`src/rtl/trap_pkg.sv`:
```
package trap_pkg;
    localparam int XLEN      = 32;
    localparam int CODE_W    = 4;
    localparam int SEL_W     = 5;
    typedef logic [XLEN-1:0]   word_t;
    typedef logic [CODE_W-1:0] code_t;

    localparam code_t CODE_IRQ = 4'd0;
    localparam code_t CODE_RI  = 4'd10;
    localparam code_t CODE_OVF = 4'd12;

    localparam logic [SEL_W-1:0] SEL_STATUS = 5'd12;
    localparam logic [SEL_W-1:0] SEL_CAUSE  = 5'd13;
    localparam logic [SEL_W-1:0] SEL_EPC    = 5'd14;

    localparam int ST_IE      = 0;
    localparam int ST_USER    = 1;
    localparam int ST_VEC     = 2;
    localparam int ST_MASK_LO = 8;
    localparam int CA_CODE_LO = 2;
    localparam int CA_PEND_LO = 8;

    typedef struct packed {
        word_t epc;
        word_t cause;
        word_t status;
    } trap_regs_t;
endpackage

```
`src/rtl/trap_arbiter.sv`:
```
module trap_arbiter
    import trap_pkg::*;
#(
    parameter int IRQ_N = 8
) (
    input  logic             exc_valid_i,
    input  code_t            exc_code_i,
    input  logic             cop_access_i,
    input  logic             user_i,
    input  logic             ie_i,
    input  logic [IRQ_N-1:0] irq_i,
    input  logic [IRQ_N-1:0] mask_i,
    output logic             take_o,
    output code_t            code_o
);
    logic priv_fault;
    logic irq_hit;

    always_comb begin
        priv_fault = cop_access_i && user_i;
        irq_hit    = ie_i && (|(irq_i & mask_i));
        take_o     = 1'b0;
        code_o     = CODE_IRQ;
        if (exc_valid_i) begin
            take_o = 1'b1;
            code_o = exc_code_i;
        end else if (priv_fault) begin
            take_o = 1'b1;
            code_o = CODE_RI;
        end else if (irq_hit) begin
            take_o = 1'b1;
            code_o = CODE_IRQ;
        end
    end
endmodule

```
`src/rtl/trap_target.sv`:
```
module trap_target
    import trap_pkg::*;
#(
    parameter word_t HANDLER_BASE = 32'h8000_0180,
    parameter int    SPACE_LOG2   = 5,
    parameter bit    VEC_SUPPORT  = 1'b1
) (
    input  logic  vec_en_i,
    input  code_t code_i,
    output word_t target_o
);
    generate
        if (VEC_SUPPORT) begin : g_vec
            word_t offset;
            always_comb begin
                offset   = word_t'(code_i) << SPACE_LOG2;
                target_o = vec_en_i ? (HANDLER_BASE + offset) : HANDLER_BASE;
            end
        end else begin : g_flat
            logic unused_vec;
            always_comb begin
                unused_vec = vec_en_i ^ (|code_i);
                target_o   = HANDLER_BASE;
            end
        end
    endgenerate
endmodule

```
`src/rtl/trap_state_unit.sv`:
```
module trap_state_unit
    import trap_pkg::*;
#(
    parameter int    IRQ_N        = 8,
    parameter word_t HANDLER_BASE = 32'h8000_0180,
    parameter int    SPACE_LOG2   = 5
) (
    input  logic             clk,
    input  logic             rst_n,
    input  logic             exc_valid_i,
    input  logic [3:0]       exc_code_i,
    input  logic [31:0]      pc_next_i,
    input  logic [IRQ_N-1:0] irq_i,
    input  logic             rd_en_i,
    input  logic [4:0]       rd_sel_i,
    output logic [31:0]      rd_data_o,
    input  logic             sts_we_i,
    input  logic [31:0]      sts_wdata_i,
    output logic             trap_o,
    output logic [3:0]       trap_code_o,
    output logic [31:0]      target_o,
    output logic             kernel_o
);
    localparam word_t INSTR_BYTES = 32'd4;
    localparam word_t WR_MASK = (word_t'((1 << IRQ_N) - 1) << ST_MASK_LO)
                              | (word_t'(1) << ST_VEC)
                              | (word_t'(1) << ST_USER)
                              | (word_t'(1) << ST_IE);

    trap_regs_t regs_d, regs_q;
    logic       take;
    code_t      code;
    logic       user;

    assign user = regs_q.status[ST_USER];

    trap_arbiter #(.IRQ_N(IRQ_N)) u_arb (
        .exc_valid_i  (exc_valid_i),
        .exc_code_i   (exc_code_i),
        .cop_access_i (rd_en_i | sts_we_i),
        .user_i       (user),
        .ie_i         (regs_q.status[ST_IE]),
        .irq_i        (irq_i),
        .mask_i       (regs_q.status[ST_MASK_LO +: IRQ_N]),
        .take_o       (take),
        .code_o       (code)
    );

    trap_target #(
        .HANDLER_BASE (HANDLER_BASE),
        .SPACE_LOG2   (SPACE_LOG2),
        .VEC_SUPPORT  (1'b1)
    ) u_tgt (
        .vec_en_i (regs_q.status[ST_VEC]),
        .code_i   (code),
        .target_o (target_o)
    );

    always_comb begin
        regs_d = regs_q;
        regs_d.cause = '0;
        regs_d.cause[CA_CODE_LO +: CODE_W] = regs_q.cause[CA_CODE_LO +: CODE_W];
        regs_d.cause[CA_PEND_LO +: IRQ_N]  = irq_i;
        if (take) begin
            regs_d.epc = pc_next_i - INSTR_BYTES;
            regs_d.cause[CA_CODE_LO +: CODE_W] = code;
            regs_d.status[ST_USER] = 1'b0;
            regs_d.status[ST_IE]   = 1'b0;
        end else if (sts_we_i && !user) begin
            regs_d.status = sts_wdata_i & WR_MASK;
        end

        rd_data_o = '0;
        if (rd_en_i && !user) begin
            case (rd_sel_i)
                SEL_STATUS: rd_data_o = regs_q.status;
                SEL_CAUSE:  rd_data_o = regs_q.cause;
                SEL_EPC:    rd_data_o = regs_q.epc;
                default:    rd_data_o = '0;
            endcase
        end
    end

    always_ff @(posedge clk or negedge rst_n) begin
        if (!rst_n) regs_q <= '0;
        else        regs_q <= regs_d;
    end

    assign trap_o      = take;
    assign trap_code_o = code;
    assign kernel_o    = !user;

    AST_EPC_FAULT: assert property (@(posedge clk) disable iff (!rst_n)
        trap_o |=> regs_q.epc == $past(pc_next_i) - 32'd4);
    AST_CAUSE_CODE: assert property (@(posedge clk) disable iff (!rst_n)
        trap_o |=> regs_q.cause[5:2] == $past(trap_code_o));
    AST_KERNEL_ENTRY: assert property (@(posedge clk) disable iff (!rst_n)
        trap_o |=> kernel_o && !regs_q.status[ST_IE]);
    AST_VEC_SPACING: assert property (@(posedge clk) disable iff (!rst_n)
        trap_o |-> target_o[SPACE_LOG2-1:0] == HANDLER_BASE[SPACE_LOG2-1:0]);
    AST_USER_NO_DATA: assert property (@(posedge clk) disable iff (!rst_n)
        (rd_en_i && !kernel_o && !exc_valid_i) |-> trap_o && rd_data_o == 32'd0 && trap_code_o == CODE_RI);
    AST_USER_WRITE_DROP: assert property (@(posedge clk) disable iff (!rst_n)
        (sts_we_i && !kernel_o) |=> regs_q.status[ST_VEC] == $past(regs_q.status[ST_VEC]));
    AST_EXC_FIRST: assert property (@(posedge clk) disable iff (!rst_n)
        exc_valid_i |-> trap_o && trap_code_o == exc_code_i);
endmodule

```
`config.mk`:
```
export PLATFORM = sky130hd
export DESIGN_NAME = trap_state_unit
export DESIGN_NICKNAME = d
export VERILOG_FILES = /design/src/rtl/trap_pkg.sv /design/src/rtl/trap_arbiter.sv /design/src/rtl/trap_target.sv /design/src/rtl/trap_state_unit.sv
export SDC_FILE = /design/constraint.sdc
export NUM_CORES = 1
export LEC_CHECK = 0
export BUFFER_PORTS_ARGS = -buffer_cell sky130_fd_sc_hd__buf_2
export CORE_ASPECT_RATIO = 0.75
export CORE_MARGIN = 2
export CORE_UTILIZATION = 35
export DETAILED_ROUTE_END_ITERATION = 6
export GPL_TIMING_DRIVEN = 0
export PLACE_DENSITY = 0.7
export SLEW_MARGIN = 25
export SYNTH_ARGS = -nofsm -noshare
export SYNTH_HDL_FRONTEND = slang
export SYNTH_HIERARCHICAL = 1
export SYNTH_SLANG_ARGS = --single-unit
```
`constraint.sdc`:
```
create_clock -name clk -period 4.42 [get_ports clk]
set_clock_uncertainty 0.15 [all_clocks]
set_input_delay 0.221 -clock clk [delete_from_list [all_inputs] [get_ports clk]]
set_output_delay 0.221 -clock clk [all_outputs]
set_load 0.05 [all_outputs]
```
==> flow_summary.json, run 1 <==
{
  "drt-met1-wl_um": 4370,
  "setup_viol": 0,
  "wl_met3_um": 752,
  "leakage_nw": 1.95,
  "gp_congestion": 0.850,
  "dp_hpwl_um": 7300,
  "power_density_nw_per_um2": 324,
  "nFillCells": 899,
  "vias": 3081,
  "report.final.hold_viol_count": 0,
  "worst_ep_required_time_ns": 4.05,
  "endpoint_kind": "output pin",
  "fmax_mhz": 334,
  "finalCritPeriodShare": 0.677,
  "num_io_pins": 156,
  "maxSlewViolCount": 0,
  "antenna_cells": 0,
  "final_cell_area_um2": 4300,
  "critPathKind": "input pin to output pin",
  "synth.distinct_cells": 44,
  "postRouteAntennaNets": 0,
  "largest_reg_flops": 55,
  "grt_pass1_wl_um": 14500,
  "syn_avg_cell_area_um2": 9.47,
  "drt_iter0_markers": 235,
  "synth-async-reset-ratio": 1.00,
  "pre_cts_slack_ns": 1.50,
  "regMostFlops": "regs_q",
  "crit_arrival_ns": 2.62,
  "utilization": 0.475,
  "numCtsBuffers": 5,
  "yosysTopAreaCell": "dfrtp_1",
  "die_area_um2": 10100,
  "synth_warnings": 6,
  "slew_headroom": 0.458,
  "syn2layout_area_growth_pct": 32.4,
  "setup_ws_ns": 1.43,
  "multi_input_area_um2": 1660,
  "grt_usage": 0.186,
  "fp.dieW_um": 115,
  "insertion_delay_ns": 0.30,
  "io_buffers": 107,
  "cp_max_fo": 10,
  "synth_area_um2": 3250,
  "synth_area_leaders": "dfrtp_1, buf_4, mux2_2, nor2_1, and2_1",
  "cts_root_buf": "clkbuf_16",
  "synth_flop_cell": "dfrtp_1",
  "die_height_um": 87.4,
  "status": "completed",
  "vias_per_cell": 4.96,
  "wire_per_inst_um": 15.3,
  "worstMarginPinSlew_ns": 0.806,
  "final_common_cell": "buf_2",
  "core_um2": 9050,
  "layout_common_cells": "buf_2, dfrtp_1, nor2_1",
  "cts.sinks": 55,
  "detailedRoute.firstPassIterationCount": 5,
  "postCtsSetupBuffers": 0,
  "totalWireLength_um": 9530,
  "regArea_um2": 1380,
  "clk_path_buf_depth": 2,
  "dr.max_layer_used": "met5",
  "p_total_mw": 1.39,
  "cap_violations": 0,
  "critPathLaunchType": "input pin",
  "largestRegisters": "regs_q: 55 flops",
  "synth_edf_count": 0,
  "ys_seq_area_frac": 0.424,
  "synth_top_area_frac": 0.424,
  "grt_pass1_vias": 2875,
  "cts.clk_slew.worst_paths_ns": 0.07,
  "grt_overflow": 0,
  "h-tree-depth": 2,
  "ctsHoldBuffers": 10,
  "fin_crit_ns": 2.99,
  "route.detailed.drc": 0,
  "fin_nets": 580,
  "antenna_found_initial": 1,
  "cts_tree": "built",
  "initial_core_util": 0.359,
  "finalSetupTns_ns": 0,
  "dpl_cell_area_um2": 4040,
  "synth-seq-cells": 55,
  "hp-class": "input pin to flop",
  "syn_inst": 343,
  "post_cts_resized": 0,
  "ir_drop_mv": 0.168,
  "grt_max_degree": 56,
  "met2_length_um": 4250,
  "rows": 30,
  "drive_gt1_frac": 0.349,
  "rsz0062_at_grt": "no"
}
[cell families (layout without fill, tap and decap cells)]
family                   after synthesis  in the layout  share of synthesized area
other                                  2             27                    0.00231
buffers and inverters                 54            179                     0.0960
multiplexers                          19             19                     0.0651
AND/OR/NAND/NOR                      134            134                      0.231
XOR/XNOR                              13             13                     0.0351
adder cells (fa/ha/maj)                2              2                    0.00771
flip-flops                            55             55                      0.424
AO/OA/AOI/OAI                         64             64                      0.139
[final timing paths]
path	from	end	slack, ns	cells after the start
max in group asynchronous	rst_n	regs_q[70]	3.27	2
worst max-delay path	rd_sel_i[4]	rd_data_o[29]	1.43	8
worst max register to register	regs_q[10]	regs_q[93]	2.08	7
min in group asynchronous	rst_n	regs_q[91]	0.36	2
worst min-delay path	sts_wdata_i[15]	regs_q[15]	0.0007	2
worst min register to register	regs_q[65]	regs_q[65]	0.36	1
[final cells by class]
type	instances	area share
multi-input combinational	259	0.386
clock inverter	2	0.00378
clock buffer	6	0.0323
inverter	9	0.00786
buffer	45	0.0646
sequential	55	0.320
tap	128	0.0373
timing repair buffer	117	0.148
[power breakdown]
group	switching, mW	total [mW]	internal (mW)
Clock	0.187	0.414	0.227
Combinational	0.219	0.350	0.131
Sequential	0.0523	0.630	0.578
[critical path, stage by stage]
cell	delay, ns
buf_2	0.09
nand3b_1	0.22
nor3b_1	0.69
and3_1	0.25
clkbuf_1	0.30
clkbuf_1	0.36
and2_1	0.21
buf_2	0.27
[cell usage after synthesis (3+ instances only)]
cell type	count
a21oi_1	16
and2_1	21
o31ai_1	10
inv_1	9
a22oi_1	6
or2_2	3
buf_4	27
nor2_1	46
or4_1	11
nor4_1	4
clkbuf_1	16
nand4_1	4
nand3_1	3
xor2_1	6
dfrtp_1	55
mux2_2	17
o21ai_0	3
a31oi_1	15
nand2_1	5
xnor2_1	7
or3_1	9
a222oi_1	9
nor3_1	9
[through the flow]
| stage | hold WS (ns) | cells |
|---|---|---|
| 2_1_floorplan | -0.225 | 368 |
| 3_3_place_gp | 0.196 | 603 |
| 3_5_place_dp | 0.171 | 603 |
| 4_1_cts | 0.00105 | 621 |
| 5_1_grt | 0.00215 | 621 |
| 6_report | 0.000716 | 621 |
[layer usage]
metal  vias up  track usage
met5         -            0
li1       1484            -
met4         2       0.0559
met3        15       0.0418
met1      1459        0.262
met2       121        0.287
Note: power is estimated with default switching activity, not from simulation.
==> run 2: changes to the inputs <==
- clock period: 4.42 -> 2.85 ns (I/O delays scaled with it)
==> run 2 against run 1 <==
Non-clock buffer count rose by 21. Critical endpoint unchanged. Final cell count rose by 3.4%. Critical path depth did not move. Critical path type unchanged.
==> flow_summary.json, run 2 (synthesis results as in run 1) <==
{
  "grt_overflow": 0,
  "fin_crit_ns": 2.59,
  "gp_congestion": 0.850,
  "route.detailed.drc": 0,
  "regMostFlops": "regs_q",
  "r2r_start": "regs_q[10]",
  "die_area_um2": 10100,
  "critPathLaunchType": "input pin",
  "ir_drop_mv": 0.263,
  "initial_core_util": 0.359,
  "largestRegisters": "regs_q: 55 flops",
  "io_buffers": 107,
  "core_um2": 9050,
  "detailedRoute.firstPassIterationCount": 5,
  "maxSlewViolCount": 0,
  "grt_max_degree": 56,
  "utilization": 0.499,
  "vias": 3153,
  "hp-class": "input pin to flop",
  "leakage_nw": 2.03,
  "crit_start": "rd_sel_i[4]",
  "num_io_pins": 156,
  "status": "completed",
  "critPathKind": "input pin to output pin",
  "setup_ws_ns": 0.262,
  "grt_pass1_wl_um": 14900,
  "dp_hpwl_um": 7300,
  "cts_tree": "built",
  "numCtsBuffers": 5,
  "regArea_um2": 1380,
  "cts.clk_slew.worst_paths_ns": 0.07,
  "syn2layout_area_growth_pct": 39.0,
  "power_density_nw_per_um2": 484,
  "worst_ep_required_time_ns": 2.56,
  "finalCritPeriodShare": 0.908,
  "pre_cts_slack_ns": 0.0830,
  "cap_violations": 0,
  "slew_headroom": 0.452,
  "h-tree-depth": 2,
  "largest_reg_flops": 55,
  "min_from": "pc_next_i[28]",
  "antenna_cells": 0,
  "finalSetupTns_ns": 0,
  "totalWireLength_um": 9770,
  "crit_arrival_ns": 2.30,
  "drt_iter0_markers": 245,
  "grt_pass1_vias": 2982,
  "postRouteAntennaNets": 0,
  "die_height_um": 87.4,
  "grt_usage": 0.191,
  "fp.dieW_um": 115,
  "cts_root_buf": "clkbuf_16",
  "insertion_delay_ns": 0.30,
  "setup_viol": 0,
  "vias_per_cell": 4.91,
  "drive_gt1_frac": 0.337,
  "multi_input_area_um2": 1660,
  "rows": 30,
  "final_common_cell": "buf_2",
  "cts.sinks": 55,
  "clk_path_buf_depth": 2,
  "fin_nets": 601,
  "layout_common_cells": "buf_2, dfrtp_1, nor2_1",
  "nFillCells": 881,
  "endpoint_kind": "output pin",
  "report.final.hold_viol_count": 0,
  "rsz0062_at_grt": "no",
  "antenna_found_initial": 1,
  "fmax_mhz": 386,
  "cp_max_fo": 10,
  "wire_per_inst_um": 15.2,
  "worstMarginPinSlew_ns": 0.814
}
## run 2: cell count changes in the layout (fill, tap and decap cells not counted), sizes merged
cell | previous run | this run
dlygate4sd3 | 10 | 31
## run 2: timing repair
item | in CTS | in global routing
endpoints found under the setup margin | 0 | 10
hold buffers | 31 | 0
gates resized for setup | 0 | 1
buffers inserted | 0 | 0
endpoints found under the hold margin | 84 | 0
## run 2: stage by stage
step | hold slack [ns] | power (mW) | std cells | area, um2
2_1_floorplan | -0.303 | 1.34 | 368 | 3340
3_3_place_gp | 0.117 | 1.50 | 603 | 4040
3_5_place_dp | 0.0929 | 1.52 | 603 | 4040
4_1_cts | 0.000670 | 2.20 | 642 | 4500
5_1_grt | 0.0149 | 2.28 | 642 | 4510
6_report | 0.00675 | 2.19 | 642 | 4510
## run 2: routing by layer
layer,share of wire,vias to the layer above,GRT usage
met3,0.065,13,0.0383
met2,0.46,115,0.300
met1,0.46,1495,0.266
met4,0.014,2,0.0613
li1,-,1528,-
met5,0.0013,-,0
## run 2: worst paths after layout
| path | slack (ns) | to | cells past startpoint |
|---|---|---|---|
| max | 0.26 | rd_data_o[29] | 8 |
| min | 0.007 | regs_q[92] | 3 |
| max reg2reg | 0.50 | regs_q[93] | 7 |
| min reg2reg | 0.36 | regs_q[65] | 1 |
| max in group asynchronous | 1.77 | regs_q[82] | 2 |
| min in group asynchronous | 0.28 | regs_q[91] | 2 |
## run 2: layout make-up
class | count | area share
inverter | 9 | 0.00748
multi-input combinational | 259 | 0.368
tap | 128 | 0.0355
timing repair buffer | 138 | 0.188
sequential | 55 | 0.305
clock buffer | 6 | 0.0308
buffer | 45 | 0.0615
clock inverter | 2 | 0.00360
## run 2: report_power, final
group / internal [mW] / total, mW / switching (mW)
registers: 0.896 / 0.977 / 0.0806
logic: 0.222 / 0.567 / 0.345
clock network: 0.352 / 0.642 / 0.290
total: 1.47 / 2.19 / 0.716
## run 2: critical path: stages
cell and delay (ns):
buf_2 0.09, nand3b_1 0.23, nor3b_2 0.45, and3_1 0.22, clkbuf_1 0.30, clkbuf_1 0.37, and2_1 0.21, buf_2 0.27
